--- config.mk ---
export PLATFORM = sky130hd
export DESIGN_NAME = dfg_gate
export DESIGN_NICKNAME = d
export VERILOG_FILES = /design/src/rtl/dfg_pkg.sv /design/src/rtl/dfg_slot_ctr.sv /design/src/rtl/dfg_slice_dec.sv /design/src/rtl/dfg_gate.sv
export SDC_FILE = /design/constraint.sdc
export NUM_CORES = 1
export LEC_CHECK = 0
export BUFFER_PORTS_ARGS = -buffer_cell sky130_fd_sc_hd__buf_2
export CAP_MARGIN = 10
export CELL_PAD_IN_SITES_DETAIL_PLACEMENT = 0
export CELL_PAD_IN_SITES_GLOBAL_PLACEMENT = 2
export CORE_MARGIN = 4
export CORE_UTILIZATION = 34
export CTS_BUF_LIST = sky130_fd_sc_hd__clkbuf_4
export DETAILED_ROUTE_END_ITERATION = 8
export GPL_TIMING_DRIVEN = 0
export PLACE_DENSITY = 0.86
export SLEW_MARGIN = 25
export SYNTH_ARGS = -nofsm -noshare
export SYNTH_HDL_FRONTEND = slang
export SYNTH_HIERARCHICAL = 1
export SYNTH_SLANG_ARGS = --single-unit
--- constraint.sdc ---
create_clock -name clk -period 1.83 [get_ports clk]
set_input_delay 0.4575 -clock clk [delete_from_list [all_inputs] [get_ports clk]]
set_output_delay 0.4575 -clock clk [all_outputs]
set_load 0.005 [all_outputs]
--- src/rtl/dfg_pkg.sv ---
package dfg_pkg;
  typedef enum logic [1:0] {
    DF_OFF     = 2'd0,
    DF_FAST    = 2'd1,
    DF_TRICKLE = 2'd2,
    DF_MAINT   = 2'd3
  } df_mode_e;

  localparam int DF_NUM_MODES = 4;
endpackage

--- src/rtl/dfg_slot_ctr.sv ---
module dfg_slot_ctr #(
  parameter int SLOT_W = 6
) (
  input  logic              clk,
  input  logic              rst_n,
  input  logic              restart,
  input  logic              adv,
  output logic [SLOT_W-1:0] slot
);
  logic [SLOT_W-1:0] slot_q, slot_d;

  // A restart has priority over an advance in the same cycle.
  always_comb begin
    slot_d = slot_q;
    if (restart)  slot_d = '0;
    else if (adv) slot_d = slot_q + SLOT_W'(1);
  end

  always_ff @(posedge clk or negedge rst_n) begin
    if (!rst_n) slot_q <= '0;
    else        slot_q <= slot_d;
  end

  assign slot = slot_q;
endmodule

--- src/rtl/dfg_slice_dec.sv ---
module dfg_slice_dec
  import dfg_pkg::*;
#(
  parameter int SLOT_W     = 6,
  parameter int FAST_ON    = 62,
  parameter int TRICKLE_ON = 16,
  parameter int MAINT_ON   = 1
) (
  input  df_mode_e          mode,
  input  logic [SLOT_W-1:0] slot,
  input  logic              block,
  output logic              gate,
  output logic              meas
);
  localparam int LIM_W = SLOT_W + 1;

  logic [DF_NUM_MODES-1:0] on_v;
  logic [DF_NUM_MODES-1:0] edge_v;
  logic [LIM_W-1:0]        slot_x;

  assign slot_x = {1'b0, slot};

  for (genvar m = 0; m < DF_NUM_MODES; m++) begin : g_mode
    if (m == 0) begin : g_off
      assign on_v[m]   = 1'b0;
      assign edge_v[m] = 1'b0;
    end else begin : g_chg
      localparam int LIM = (m == 1) ? FAST_ON : (m == 2) ? TRICKLE_ON : MAINT_ON;
      assign on_v[m]   = slot_x <  LIM_W'(LIM);
      assign edge_v[m] = slot_x == LIM_W'(LIM);
    end
  end

  always_comb begin
    gate = on_v[mode] & ~block;
    meas = edge_v[mode] | block;
  end
endmodule

--- src/rtl/dfg_gate.sv ---
module dfg_gate
  import dfg_pkg::*;
#(
  parameter int SLOT_W     = 6,
  parameter int FAST_ON    = 62,
  parameter int TRICKLE_ON = 16,
  parameter int MAINT_ON   = 1
) (
  input  logic       clk,
  input  logic       rst_n,
  input  logic [1:0] mode_sel,
  input  logic       tick,
  input  logic       test_req,
  input  logic       cmp_on,
  output logic       gate_en,
  output logic       sw_n,
  output logic       meas_win
);
  df_mode_e          mode_q, mode_d;
  logic              test_q, test_d;
  logic              restart;
  logic [SLOT_W-1:0] slot_q;
  logic              gate_w, meas_w;

  always_comb begin
    mode_d  = df_mode_e'(mode_sel);
    test_d  = test_req;
    restart = (mode_d != mode_q);
  end

  always_ff @(posedge clk or negedge rst_n) begin
    if (!rst_n) begin
      mode_q <= DF_OFF;
      test_q <= 1'b0;
    end else begin
      mode_q <= mode_d;
      test_q <= test_d;
    end
  end

  dfg_slot_ctr #(.SLOT_W(SLOT_W)) u_ctr (
    .clk     (clk),
    .rst_n   (rst_n),
    .restart (restart),
    .adv     (tick),
    .slot    (slot_q)
  );

  dfg_slice_dec #(
    .SLOT_W     (SLOT_W),
    .FAST_ON    (FAST_ON),
    .TRICKLE_ON (TRICKLE_ON),
    .MAINT_ON   (MAINT_ON)
  ) u_dec (
    .mode  (mode_q),
    .slot  (slot_q),
    .block (test_q),
    .gate  (gate_w),
    .meas  (meas_w)
  );

  assign gate_en  = gate_w;
  assign meas_win = meas_w;
  assign sw_n     = ~(gate_w & cmp_on);
endmodule

==> impl_metrics.toml <==
[sta]
finalMaxSlewViolations = 0
fin_worst_skew_ns = 0.000646
finalCritPeriodShare = 1.05
setup_violations = 3
setup_ws_ns = -0.0858
slew_headroom = 0.823
rsz0062_at_grt = "true"
worst_pin_slew_ns = 0.265
tns_ns = -0.125
post-route-min-period_ns = 1.92
hold_viol = 0
max_freq_mhz = 522

[min_path]
min_path_type = "in -> async"

[status]
outcome = "finished, violations left"
violations = "setup timing"

[yosys]
synth_edf_count = 0
synthArstFlopShare = 1.00
muxShareOfSynthArea = 0.0209
syn_area_um2 = 478
ys_types = 24
yosysSeqAreaShare = 0.471
synth_xor_area_frac = 0.110
synth_area_leaders = "dfrtp_1 47%, nor2_1 5.5%, xnor2_1 5.5%, xor2_1 5.5%, o311ai_2 3.4%"
synth_fp_nets = 53
ys_ff_latch = 9
synth_cells = 45
yosys.area_share.simple = 0.243
synth_top_area_cell = "dfrtp_1"
netlist.area_leader.share = 0.471
yosysWarnings = 6
synth_top_family_by_area = "simple AND/OR/NAND/NOR gates"
synth-adder-area-share = 0.0262
synth_compound_area_frac = 0.120
syn_avg_cell_area_um2 = 10.6
synthFlopType = "dfrtp_1"

[worst_setup_path]
path_class = "reg -> out"
rr_startpoint = "u_ctr/slot[2]"
critPathArrivalTime_ns = 1.46
endpoint_kind = "output port"
r2r_cells = 5
r2r_slack_ns = 0.46
worstPathRequired_ns = 1.37
startpoint_type = "flop"
timing.rr.end = "u_ctr/slot[5]"
worst-path-max-fanout = 4

[power]
power.total_mw = 0.433
powerDensity_nw_per_um2 = 677
clkPwrFrac = 0.383
intPower_mw = 0.329
combPwrFrac = 0.116
ir_drop_v = 0.000455
power_frac_seq = 0.501
swShare = 0.240
switchingPower_mw = 0.104
power_leakage_nw = 0.295

[cells_and_area]
final_area_um2 = 639
drive_gt1_frac = 0.460
layout_commonest_cell = "buf_2"
num_antenna_cells = 0
fin_util = 0.485
final_nets = 72
area_growth_pct = 33.8
most-common-layout-cells = "9 x buf_2, 7 x nor2_1, 5 x dfrtp_1, 5 x buf_4"

[clock_network]
clk_latency_ns = 0.25
cts-hold-fix-buffers = 0
clockBufferDepth = 2
cts.sink_count = 9
cts_buffers = 3
cts_tree = "built"
clock_tree.htree_level_count = 1
root_buffer = "clkbuf_4"
clk_pin_slew_ns = 0.06

[floorplanning]
die_y_um = 45.5
num_io_pins = 10
die-area_um2 = 2070
initial_utilization = 0.363
fp.dieW_um = 45.5
num_rows = 13
core_area_um2 = 1320

[routing]
via_per_inst = 5.09
wl_per_cell_um = 14.9
wirelength_mm = 1.17
firstDrtPassIters = 2
via_count = 397
dr.first_iter.drc_count = 9
drc = 0
ant_nets = 0

[job]
cap_violations = 0

[global_route]
grt_max_degree = 10
grt-ovfl-total = 0
grt_pass1_wl_mm = 1.95
antenna_found_initial = 0
track_usage = 0.136
grt_pass1_vias = 417

[placed_design]
place_congestion = 0.708
portBuffers = 9
place_area_um2 = 542
dpl_worst_slack_ns = 0.141
dp_hpwl_um = 699
[power groups by stage]
stage          Combinational [mW]  Clock [mW]  Sequential, mW
3_5_place_dp               0.0455           0           0.218
3_3_place_gp               0.0448           0           0.218
4_1_cts                    0.0487       0.174           0.215
6_report                   0.0501       0.166           0.217
5_1_grt                    0.0575       0.187           0.218
2_1_floorplan              0.0246           0           0.215
[synth_stat cells, drive strengths merged (2+ instances only)]
library cell  count
dfrtp             9
nor2              7
nand2             4
xnor2             3
xor2              3
nand4             2
[per-layer routing]
metal | vias up | track usage | wire, um
li1 | 197 | - | -
met1 | 192 | 0.167 | 530
met2 | 6 | 0.209 | 570
met3 | 2 | 0.0356 | 48
met4 | 0 | 0.0877 | 14
met5 | - | 0 | 0
[worst max-delay path: stages (launching register included)]
cell and delay, ns:
dfrtp_2 0.44, o41ai_4 0.37, a32o_2 0.23, nand2_1 0.05, buf_2 0.12
[state kept, by name, indices dropped and copies added, names as in the netlist]
register    flops
test_q          1
mode_q          2
u_ctr/slot      6
[timing repair]
action                     CTS  global route
setup endpoints to repair    3             3
buffers inserted             4             1
cloned                       0             0
resized for setup            6             2
pin swaps                    3             2
[metrics by stage]
stage          instances  hold WS (ns)
2_1_floorplan         45         0.162
3_3_place_gp          69         0.318
3_5_place_dp          69         0.323
4_1_cts               77        0.0420
5_1_grt               78        0.0372
6_report              78        0.0429
[logic make-up (layout without fill, tap and decap cells)]
family / Yosys count / after routing
AND/OR/NAND/NOR: 21 / 21
adder cells (fa/ha/maj): 1 / 1
flip-flops: 9 / 9
AO/OA/AOI/OAI: 6 / 6
buffers and inverters: 1 / 19
multiplexers: 1 / 1
XOR/XNOR: 6 / 6
[final cells by class]
| cell class | instances | area, um2 |
|---|---|---|
| Inverter | 1 | 3.75 |
| Timing Repair Buffer | 14 | 82.6 |
| Tap cell | 15 | 18.8 |
| Sequential cell | 9 | 230 |
| Clock buffer | 4 | 30.0 |
| Fill cell | 134 | 678 |
| Multi-Input combinational cell | 35 | 274 |
[worst max path at each step]
stage,start,endpoint,depth (start not counted)
finish,u_ctr/slot[2],sw_n,4
CTS,u_ctr/slot[2],sw_n,4
global placement,u_ctr/slot[3],sw_n,4
detailed placement,u_ctr/slot[3],sw_n,4
global route,u_ctr/slot[2],sw_n,4
floorplan,u_ctr/slot[3],sw_n,3
Power figures use the tool's default switching activity.
